$ cat src/rtl/lim_pkg.sv
package lim_pkg;
  localparam int unsigned FIELD_W_DEF = 6;

  typedef enum logic {
    SZ_NARROW = 1'b0,
    SZ_WIDE   = 1'b1
  } width_sel_e;
endpackage

$ cat src/rtl/lim_field_decode.sv
module lim_field_decode #(
  parameter int unsigned FIELD_W = lim_pkg::FIELD_W_DEF
) (
  input  logic               n_bit,
  input  logic [FIELD_W-1:0] rot_field,
  input  logic [FIELD_W-1:0] size_field,
  input  logic               imm_form,
  input  logic               wide,
  output logic [FIELD_W-1:0] levels,
  output logic [FIELD_W-1:0] s_val,
  output logic [FIELD_W-1:0] r_val,
  output logic [FIELD_W-1:0] d_val,
  output logic               rsvd
);
  logic [FIELD_W:0] code;
  logic             rsvd_len, rsvd_ones, rsvd_narrow;

  assign code = {n_bit, ~size_field};

  // levels bit j is set when some code bit above j is set
  for (genvar j = 0; j < FIELD_W; j++) begin : g_lvl
    assign levels[j] = |code[FIELD_W:j+1];
  end

  always_comb begin
    s_val       = size_field & levels;
    r_val       = rot_field & levels;
    d_val       = (s_val - r_val) & levels;
    rsvd_len    = ~levels[0];
    rsvd_ones   = imm_form & (s_val == levels);
    rsvd_narrow = (wide == lim_pkg::SZ_NARROW) & n_bit;
    rsvd        = rsvd_len | rsvd_ones | rsvd_narrow;
  end
endmodule

$ cat src/rtl/lim_run_fill.sv
module lim_run_fill #(
  parameter int unsigned FIELD_W = lim_pkg::FIELD_W_DEF,
  localparam int unsigned DATA_W = 1 << FIELD_W
) (
  input  logic [FIELD_W-1:0] levels,
  input  logic [FIELD_W-1:0] count,
  output logic [DATA_W-1:0]  run
);
  // bit i sits at position (i & levels) inside its element
  for (genvar i = 0; i < DATA_W; i++) begin : g_bit
    localparam logic [FIELD_W-1:0] IDX = i[FIELD_W-1:0];
    assign run[i] = ((IDX & levels) <= count);
  end
endmodule

$ cat src/rtl/lim_rotr.sv
module lim_rotr #(
  parameter int unsigned FIELD_W = lim_pkg::FIELD_W_DEF,
  localparam int unsigned DATA_W = 1 << FIELD_W
) (
  input  logic [DATA_W-1:0]  data_in,
  input  logic [FIELD_W-1:0] amount,
  output logic [DATA_W-1:0]  data_out
);
  logic [DATA_W-1:0] stage [FIELD_W+1];

  assign stage[0] = data_in;

  for (genvar k = 0; k < FIELD_W; k++) begin : g_stage
    localparam int unsigned SH = 1 << k;
    assign stage[k+1] = amount[k] ? {stage[k][SH-1:0], stage[k][DATA_W-1:SH]}
                                  : stage[k];
  end

  assign data_out = stage[FIELD_W];
endmodule

$ cat src/rtl/lim_mask_expander.sv
module lim_mask_expander #(
  parameter int unsigned FIELD_W = lim_pkg::FIELD_W_DEF,
  parameter bit          OUT_REG = 1'b1,
  localparam int unsigned DATA_W = 1 << FIELD_W
) (
  input  logic               clk,
  input  logic               rst_n,
  input  logic               in_valid,
  input  logic               n_bit,
  input  logic [FIELD_W-1:0] rot_field,
  input  logic [FIELD_W-1:0] size_field,
  input  logic               imm_form,
  input  logic               wide,
  output logic               out_valid,
  output logic [DATA_W-1:0]  wmask,
  output logic [DATA_W-1:0]  tmask,
  output logic               reserved
);
  localparam int unsigned HALF_W = DATA_W / 2;

  logic [FIELD_W-1:0] levels, s_val, r_val, d_val;
  logic               rsvd_c;
  logic [DATA_W-1:0]  w_run, w_rot, t_run, keep;
  logic [DATA_W-1:0]  nxt_wmask, nxt_tmask;

  lim_field_decode #(.FIELD_W(FIELD_W)) u_dec (
    .n_bit      (n_bit),
    .rot_field  (rot_field),
    .size_field (size_field),
    .imm_form   (imm_form),
    .wide       (wide),
    .levels     (levels),
    .s_val      (s_val),
    .r_val      (r_val),
    .d_val      (d_val),
    .rsvd       (rsvd_c)
  );

  lim_run_fill #(.FIELD_W(FIELD_W)) u_wfill (
    .levels (levels),
    .count  (s_val),
    .run    (w_run)
  );

  lim_rotr #(.FIELD_W(FIELD_W)) u_rot (
    .data_in  (w_run),
    .amount   (r_val),
    .data_out (w_rot)
  );

  lim_run_fill #(.FIELD_W(FIELD_W)) u_tfill (
    .levels (levels),
    .count  (d_val),
    .run    (t_run)
  );

  always_comb begin
    keep      = (wide == lim_pkg::SZ_WIDE) ? {DATA_W{1'b1}}
                                           : {{HALF_W{1'b0}}, {HALF_W{1'b1}}};
    nxt_wmask = rsvd_c ? '0 : (w_rot & keep);
    nxt_tmask = rsvd_c ? '0 : (t_run & keep);
  end

  if (OUT_REG) begin : g_reg
    logic              q_vld, q_rsvd;
    logic [DATA_W-1:0] q_wmask, q_tmask;

    always_ff @(posedge clk or negedge rst_n) begin
      if (!rst_n) begin
        q_vld <= 1'b0;
      end else begin
        q_vld <= in_valid;
      end
    end

    always_ff @(posedge clk or negedge rst_n) begin
      if (!rst_n) begin
        q_wmask <= '0;
        q_tmask <= '0;
        q_rsvd  <= 1'b0;
      end else if (in_valid) begin
        q_wmask <= nxt_wmask;
        q_tmask <= nxt_tmask;
        q_rsvd  <= rsvd_c;
      end
    end

    assign out_valid = q_vld;
    assign wmask     = q_wmask;
    assign tmask     = q_tmask;
    assign reserved  = q_rsvd;
  end else begin : g_comb
    assign out_valid = in_valid;
    assign wmask     = nxt_wmask;
    assign tmask     = nxt_tmask;
    assign reserved  = rsvd_c;
  end
endmodule

$ cat config.mk
export PLATFORM = sky130hd
export DESIGN_NAME = lim_mask_expander
export DESIGN_NICKNAME = d
export VERILOG_FILES = /design/src/rtl/lim_pkg.sv /design/src/rtl/lim_field_decode.sv /design/src/rtl/lim_run_fill.sv /design/src/rtl/lim_rotr.sv /design/src/rtl/lim_mask_expander.sv
export SDC_FILE = /design/constraint.sdc
export NUM_CORES = 1
export LEC_CHECK = 0
export BUFFER_PORTS_ARGS = -buffer_cell sky130_fd_sc_hd__buf_4
export CORE_UTILIZATION = 55
export DETAILED_ROUTE_END_ITERATION = 8
export PLACE_DENSITY = 0.77
export SKIP_CTS_REPAIR_TIMING = 1
export SYNTH_ARGS = -nofsm -noshare
export SYNTH_HDL_FRONTEND = slang
export SYNTH_SLANG_ARGS = --single-unit
export TNS_END_PERCENT = 50
$ cat constraint.sdc
create_clock -name clk -period 2.5 [get_ports clk]
set_input_delay 0.5 -clock clk [delete_from_list [all_inputs] [get_ports clk]]
set_output_delay 0.5 -clock clk [all_outputs]
set_load 0.02 [all_outputs]
==> summary.md, run 1 <==
| Metric | Value |
|---|---|
| Initial Util | `56.04%` |
| Gate Count Post-Synth | `1514` |
| Die X | `148.4 µm` |
| Final HPWL DP | `41.98 mm` |
| Total CTS buffers | `17` |
| Aggregate global routing overflow | `2` |
| Synth async-reset ratio | `100.0%` |
| GP Congestion | `1.099` |
| Largest net degree at the start of global routing | `92` |
| Post-synthesis instance area | `0.01178 mm²` |
| Failed at | `global routing (5_1_grt)` |
| Post-synth EDFFs | `0` |
| Cell count after placement | `2188` |
| H-tree levels | `4` |
| Clock Tree Buf Depth | `2` |
| Syn_area_per_cell | `7.781 µm²` |
| I/O pin count | `148` |
| Post-synthesis sequential area ratio | `27.62%` |
| Die Y | `148.4 µm` |
| Site Rows | `53` |
| Top_reg_cell synth | `dfrtp_1` |
| I/O Buffers | `147` |
| First Err | `[ERROR GRT-0232] Routing congestion too high. Check the congestion heatmap in the GUI.` |
| Total track usage | `77.33%` |
| Worst_ep kind | `sequential cell input` |
| Status | `stopped before the end` |
| Post-synth cell types | `111` |
| Sink Count | `130` |
| Clock Tree Root | `clkbuf_16` |
| Synth warnings | `0` |
| Syn nets | `1538` |
| Worst_ep grt | `tmask[26]$_DFFE_PN0P_/D` |
| Yosys reg bits | `130` |
-- logic make-up after synthesis --
logic type	count (synthesis)	share of synthesized area (%)
AO/OA/AOI/OAI	644	38.75
AND/OR/NAND/NOR	475	19.38
buffers and inverters	198	8.157
flip-flops	130	27.62
multiplexers	52	4.673
adder cells (fa/ha/maj)	11	1.126
XOR/XNOR	4	0.2975
-- synthesized netlist by cell type (all sizes together), types with 7 or more instances --
library cell | instances | area share [%]
dfrtp | 130 | 28
a32o | 11 | 0.93
or2 | 12 | 0.64
o2bb2ai | 34 | 2.5
nand3 | 42 | 1.9
o221ai | 49 | 3.8
a221oi | 7 | 0.63
a32oi | 10 | 0.74
inv | 53 | 1.7
and3 | 7 | 0.37
nand2 | 172 | 5.6
clkbuf | 66 | 2.1
nor2b | 11 | 0.58
o311ai | 8 | 0.72
o21ai | 147 | 6.3
o211ai | 47 | 3.0
nor4 | 7 | 0.37
a221o | 11 | 0.93
mux2i | 44 | 3.8
nor3 | 38 | 1.7
a211oi | 38 | 2.8
and2 | 23 | 1.2
o22ai | 25 | 1.4
mux2 | 8 | 0.83
a211o | 7 | 0.52
a31oi | 25 | 1.4
buf | 79 | 4.4
a21oi | 124 | 5.5
a22oi | 15 | 0.96
nand2b | 16 | 0.91
o31ai | 7 | 0.49
nor2 | 121 | 3.9
o32ai | 8 | 0.72
a21o | 15 | 0.96
-- per-stage QoR --
step / setup slack [ns] / hold WS [ns] / cell area, µm²
2_1_floorplan: -0.7589 / 0.2044 / 11950
3_3_place_gp: -0.7553 / 0.4658 / 15780
3_5_place_dp: -0.8636 / 0.4699 / 15780
4_1_cts: -0.5423 / 0.02534 / 16370
-- routing by layer --
| metal | GRT overflow | track usage, % |
|---|---|---|
| met2 | 0 | 91.34 |
| met1 | 0 | 79.14 |
| met3 | 1 | 65.58 |
| met4 | 1 | 69.23 |
| met5 | 0 | 43.41 |
==> run 2: changes to the inputs <==
--- a/config.mk
+++ b/config.mk
@@ -6,9 +6,9 @@
 export NUM_CORES = 1
 export LEC_CHECK = 0
 export BUFFER_PORTS_ARGS = -buffer_cell sky130_fd_sc_hd__buf_4
-export CORE_UTILIZATION = 55
+export CORE_UTILIZATION = 40
 export DETAILED_ROUTE_END_ITERATION = 8
-export PLACE_DENSITY = 0.77
+export PLACE_DENSITY_LB_ADDON = 0.15
 export SKIP_CTS_REPAIR_TIMING = 1
 export SYNTH_ARGS = -nofsm -noshare
 export SYNTH_HDL_FRONTEND = slang
==> run 2 against run 1 <==
Against the previous run: the flow now finishes, with violations (negative setup slack); synthesized area stayed put; synthesized cell count stayed put.
==> summary.md, run 2 <==
| Metric | Value |
|---|---|
| Fraction of synthesized area in multiplexers | `4.673%` |
| Critical Path Start Type | `input pin` |
| Unrepaired setup endpoints after global routing | `true` |
| Total number of vias | `15070` |
| Net Sw Frac | `40.69%` |
| Share of cells above drive strength 1 | `45.52%` |
| Drt first-iter violations | `1702` |
| Largest net degree at the start of global routing | `61` |
| Syn nets | `1538` |
| Setup-failing EPs final | `126` |
| Synth async-reset ratio | `100.0%` |
| Fin crit share | `118.7%` |
| Post-synth cell types | `111` |
| Die X | `173.6 µm` |
| Post-DP Area | `0.01641 mm²` |
| Synth Area in Adders | `1.126%` |
| Total CTS buffers | `17` |
| Fmax | `0.3370 GHz` |
| Initial Util | `40.82%` |
| Fill count | `2544` |
| Int Pwr | `6.133 mW` |
| Worst-path clk slew | `0.06 ns` |
| Die area | `0.03014 mm²` |
| Syn_area_per_cell | `7.781 µm²` |
| Cell count after placement | `2354` |
| Post-synth top area cell | `dfrtp_1` |
| Busiest grt layer | `met2` |
| Critical-path maximum fanout | `7` |
| Slew HR | `54.71%` |
| Largest family of logic cells by synthesized area | `compound AO/OA/AOI/OAI gates` |
| Tmin final | `2.967 ns` |
| Worst slew pin tran | `0.6768 ns` |
| Area Growth Syn to Fin | `55.49%` |
| Final TNS setup | `-23.18 ns` |
| Die Y | `173.6 µm` |
| PwrDens | `564.5 mW/mm²` |
| Final WL | `59.08 mm` |
| Final HPWL DP | `45.30 mm` |
| Gate Count Post-Synth | `1514` |
| Core ar. | `0.02886 mm²` |
| Synth top area cells | `dfrtp_1 28%, o21ai_0 5.6%, nand2_1 5.4%` |
| Compound-Gate Fraction of Synth Area | `38.75%` |
| Antenna-violating nets left | `0` |
| Fin. Hold Viols | `0` |
| Worst Path Required | `2.78 ns` |
| Clock Tree Buf Depth | `2` |
| Status | `complete, but fails checks` |
| Top_reg_cell synth | `dfrtp_1` |
| VDD IR max | `0.4586 mV` |
| Commonest non-fill, non-tap cell in the layout | `buf_4` |
| CTS tree | `yes` |
| Util after Layout | `63.47%` |
| Path type of the worst min-delay path | `input pin to asynchronous set/reset pin` |
| Net Sw Power | `4.208 mW` |
| Aggregate global routing overflow | `0` |
| Vias in the first global route | `14230` |
| Combinational share of power | `48.7%` |
| Antenna cells | `0` |
| Avg Vias per Cell | `6.243` |
| Share of total power in the clock network | `25.7%` |
| Site Rows | `62` |
| GRT met3 Usage | `7.390%` |
| Nets | `2041` |
| Max-cap violation count | `0` |
| I/O Buffers | `147` |
| Worst clock skew | `0 ns` |
| Sequential power share | `25.7%` |
| Synth warnings | `0` |
| CP arrival | `3.25 ns` |
| First-pass GRT wire length | `87.02 mm` |
| Most frequent cells in the layout | `579 x buf_4, 154 x nand2_1, 130 x dfrtp_1` |
| Post-synthesis sequential area ratio | `27.62%` |
| Avg WL per Cell | `24.47 µm` |
| Failing checks | `negative setup slack` |
| Met2 usage | `58.97%` |
| Synth Area in Simple Gates | `19.38%` |
| Total track usage | `37.76%` |
| Crit. End Element | `flip-flop` |
| Yosys reg bits | `130` |
| Sequential cell area | `0.003253 mm²` |
| Detailed-route DRC error count | `0` |
| Finished Cell Area | `0.01832 mm²` |
| Setup CP Type | `input pin to flip-flop` |
| Number of antenna violations at the first check in global routing | `1` |
| Cell with the most instances after synthesis | `nand2_1` |
| Met1 Use GR | `50.08%` |
| Xor-xnor portion of the synthesized cell area | `0.2974%` |
| Post-synthesis instance area | `0.01178 mm²` |
| Static leakage | `8.123 nW` |
| Multi-input logic area | `0.008621 mm²` |
| Post-synth top cells | `168 x nand2_1, 131 x o21ai_0, 130 x dfrtp_1` |
| Fin cells | `2414` |
| Worst skew pair latency | `0.41 ns` |
| Drt pass-1 iters | `8` |
| Clock Tree Root | `clkbuf_16` |
| Sink Count | `130` |
| H-tree levels | `4` |
| Post-synth EDFFs | `0` |
| Final worst slack | `-0.4675 ns` |
| Top-area cell type share of the netlist area | `27.62%` |
| GP Congestion | `1.062` |
| Slew Limit Fails | `0` |
| I/O pin count | `148` |
-- run 2: logic make-up (layout without fill, tap and decap cells) --
logic type,after synthesis,count (layout)
AO/OA/AOI/OAI,644,644
AND/OR/NAND/NOR,475,476
buffers and inverters,198,713
flip-flops,130,130
multiplexers,52,52
adder cells (fa/ha/maj),11,11
XOR/XNOR,4,4
-- run 2: power groups by stage --
stage          sequential, mW  combinational, mW  clock (mW)
6_report                 2.66               5.03        2.65
5_1_grt                  2.69               5.30        2.76
2_1_floorplan            3.06               1.89           0
4_1_cts                  2.65               4.50        2.66
3_3_place_gp             2.68               4.46           0
3_5_place_dp             2.68               4.48           0
-- run 2: stage by stage --
stage / hold WS, ns / setup WS [ns] / total power [mW]
after floorplan: 0.2044 / -0.7589 / 4.944
after global placement: 0.4687 / -0.9685 / 7.140
after detailed placement: 0.4704 / -0.8872 / 7.158
after CTS: 0.04784 / -0.5059 / 9.819
after global routing: 0.04957 / -0.5620 / 10.75
final: 0.03728 / -0.4675 / 10.34
-- run 2: worst max-delay path: stages --
cell      delay [ns]
buf_8           0.10
and4b_4         0.42
nand2_2         0.09
nand2_2         0.07
ha_4            0.13
inv_2           0.03
fa_2            0.33
nand2_1         0.08
nand2_1         0.07
a21oi_2         0.19
xor2_2          0.27
nor2_2          0.08
a31o_4          0.22
or3_4           0.40
a21oi_2         0.14
o221ai_1        0.12
-- run 2: worst paths after layout --
| check | cells past startpoint | to | slack (ns) | from |
|---|---|---|---|---|
| max | 16 | tmask[41]$_DFFE_PN0P_ | -0.47 | n_bit |
| min | 1 | wmask[29]$_DFFE_PN0P_ | 0.04 | rst_n |
| max reg2reg | 3 | wmask[60]$_DFFE_PN0P_ | 1.53 | wmask[60]$_DFFE_PN0P_ |
| min reg2reg | 1 | tmask[32]$_DFFE_PN0P_ | 0.48 | tmask[32]$_DFFE_PN0P_ |
| max in group asynchronous | 2 | tmask[17]$_DFFE_PN0P_ | 1.79 | rst_n |
| min in group clk | 1 | tmask[32]$_DFFE_PN0P_ | 0.48 | tmask[32]$_DFFE_PN0P_ |
-- run 2: cell type report --
class	instances	share of cell area, %
Multi-Input combinational cell	1187	47.07
Timing Repair Buffer	628	28.09
Sequential cell	130	17.76
Tap cell	384	2.623
Clock buffer	17	2.323
Inverter	53	1.086
Clock inverter	15	1.052
-- run 2: per-layer routing --
layer  share of wire [%]  wire length, µm
met1                  41            24010
met2                  45            26570
met3                 9.1             5351
met4                 5.3             3135
met5               0.015                9
Note: power is estimated with default switching activity, not from simulation.
==> run 3: changes to the inputs <==
--- a/config.mk
+++ b/config.mk
@@ -5,7 +5,7 @@
 export SDC_FILE = /design/constraint.sdc
 export NUM_CORES = 1
 export LEC_CHECK = 0
-export BUFFER_PORTS_ARGS = -buffer_cell sky130_fd_sc_hd__buf_4
+export BUFFER_PORTS_ARGS = -buffer_cell sky130_fd_sc_hd__buf_2
 export CORE_UTILIZATION = 40
 export DETAILED_ROUTE_END_ITERATION = 8
 export PLACE_DENSITY_LB_ADDON = 0.15
==> run 3 against run 2 <==
Against the previous run: the flow still finishes with violations (negative setup slack); via count is 3.1% higher; global-route usage grew 0.54 points; critical path depth fell by 1; utilization rose by 4.7 points; final area is 7.5% higher; die area is the same; combinational power grew 6.2%; total power rose by 2.8%; critical path type unchanged; clock skew stayed put; sequential power about the same; largest power group unchanged.
==> summary.md, run 3 (synthesis results as in run 2) <==
| Metric | Value |
|---|---|
| Post-place setup slack | `-0.9918 ns` |
| Final TNS setup | `-24.98 ns` |
| Die Y | `173.6 µm` |
| Worst Path Required | `2.78 ns` |
| Net Sw Power | `4.412 mW` |
| Cell count after placement | `2349` |
| Total track usage | `38.30%` |
| Antenna-violating nets left | `0` |
| Critical Path Start Type | `input pin` |
| I/O Buffers | `147` |
| Most frequent cells in the layout | `448 x buf_4, 149 x nand2_1, 140 x buf_2` |
| Fill count | `2420` |
| Die X | `173.6 µm` |
| I/O pin count | `148` |
| Drt first-iter violations | `1732` |
| Failing checks | `negative setup slack` |
| CP arrival | `3.13 ns` |
| Max-cap violation count | `0` |
| Detailed-route DRC error count | `0` |
| Share of cells above drive strength 1 | `52.39%` |
| Core ar. | `0.02886 mm²` |
| GRT met3 Usage | `6.754%` |
| Nets | `2099` |
| Crit. End Element | `flip-flop` |
| Int Pwr | `6.214 mW` |
| Hold Worst Slack | `0.04342 ns` |
| Worst skew pair latency | `0.41 ns` |
| Met1 Use GR | `52.02%` |
| Combinational share of power | `50.2%` |
| Sink Count | `130` |
| Avg Vias per Cell | `6.280` |
| Vias in the first global route | `14070` |
| Busiest grt layer | `met2` |
| Largest net degree at the start of global routing | `61` |
| Drt pass-1 iters | `6` |
| Commonest non-fill, non-tap cell in the layout | `buf_4` |
| VDD IR max | `0.4538 mV` |
| Crit-path slowest cell | `or3_4` |
| Total number of vias | `15530` |
| Fin crit share | `114.1%` |
| CP peak stage delay | `0.35 ns` |
| Worst-path clk slew | `0.06 ns` |
| Slew HR | `45.47%` |
| CP delay by family, top | `compound AO/OA/AOI/OAI gates` |
| Fmax | `0.3507 GHz` |
| Multi-input logic area | `0.009557 mm²` |
| Path type of the worst min-delay path | `input pin to asynchronous set/reset pin` |
| Slew Limit Fails | `0` |
| Site Rows | `62` |
| Number of antenna violations at the first check in global routing | `1` |
| Die area | `0.03014 mm²` |
| Tmin final | `2.852 ns` |
| Avg WL per Cell | `25.09 µm` |
| Static leakage | `8.618 nW` |
| Total CTS buffers | `17` |
| First-pass GRT wire length | `88.00 mm` |
| Worst clock skew | `0 ns` |
| Fin cells | `2473` |
| Clock Tree Root | `clkbuf_16` |
| Share of total power in the clock network | `24.9%` |
| Met2 usage | `60.49%` |
| H-tree levels | `4` |
| PwrDens | `539.8 mW/mm²` |
| Critical-path maximum fanout | `5` |
| Util after Layout | `68.21%` |
| Clock Tree Buf Depth | `2` |
| Status | `complete, but fails checks` |
| CTS tree | `yes` |
| Worst slew pin tran | `0.8180 ns` |
| Initial Util | `40.82%` |
| Unrepaired setup endpoints after global routing | `true` |
| Final HPWL DP | `45.57 mm` |
| Fin. Hold Viols | `0` |
| Net Sw Frac | `41.52%` |
| Sequential power share | `24.9%` |
| Sequential cell area | `0.003253 mm²` |
| Final worst slack | `-0.3517 ns` |
| Crit path buffers/inverters | `3` |
| Aggregate global routing overflow | `0` |
| GP Congestion | `0.9936` |
| Worst path cell trace | `buf_12 > and4b_4 > a21oi_4 > inv_4 > buf_6 > ha_4 > nor2b_4 > o21ai_2 > a21oi_2 > o21ai_2 > a21o_1 > a31o_4 > or3_4 > a21oi_2 > o221ai_1` |
| Final WL | `62.04 mm` |
| Setup-failing EPs final | `127` |
| Area Growth Syn to Fin | `67.11%` |
| Setup CP Type | `input pin to flip-flop` |
## run 3: power by group through the flow
stage	clock (mW)	sequential (mW)	combinational, mW
6_report	2.65	2.64	5.34
5_1_grt	2.76	2.67	5.61
4_1_cts	2.67	2.64	4.31
3_5_place_dp	0	2.66	4.28
3_3_place_gp	0	2.66	4.26
2_1_floorplan	0	3.06	1.89
## run 3: worst paths after layout
kind                                  startpoint                    end  slack (ns)  cells past startpoint
max in group asynchronous                  rst_n  wmask[52]$_DFFE_PN0P_        1.80                      2
min in group clk           tmask[32]$_DFFE_PN0P_  tmask[32]$_DFFE_PN0P_        0.48                      1
min reg2reg                tmask[32]$_DFFE_PN0P_  tmask[32]$_DFFE_PN0P_        0.48                      1
min                                        rst_n  wmask[55]$_DFFE_PN0P_        0.04                      1
max                                size_field[5]  tmask[41]$_DFFE_PN0P_       -0.35                     15
max reg2reg                wmask[60]$_DFFE_PN0P_  wmask[60]$_DFFE_PN0P_        1.45                      3
## run 3: area by class of cell
type                    instances  area share [%]
inverters                      53           1.055
clock buffers                  17           2.161
clock inverters                15          0.9725
multi-input cells            1188           48.55
diodes                          1         0.01271
well taps                     384           2.441
repair buffers                685           28.28
flip-flops and latches        130           16.53
## run 3: per-stage QoR
step                total power [mW]  area, µm²
finish                         10.63      19690
global route                   11.04      19690
CTS                            9.617      16600
detailed placement             6.947      15980
global placement               6.925      15980
floorplan                      4.944      11950
## run 3: worst register-to-register path: stages (launching register included)
cell     delay (ns)
dfrtp_1        0.34
nor2b_1        0.35
a31oi_1        0.08
nor3_1         0.19
## run 3: layer usage
metal | up-vias | routed length, µm
li1 | 6877 | -
met1 | 7646 | 25570
met2 | 844 | 28550
met3 | 164 | 5087
met4 | 0 | 2834
met5 | - | 0
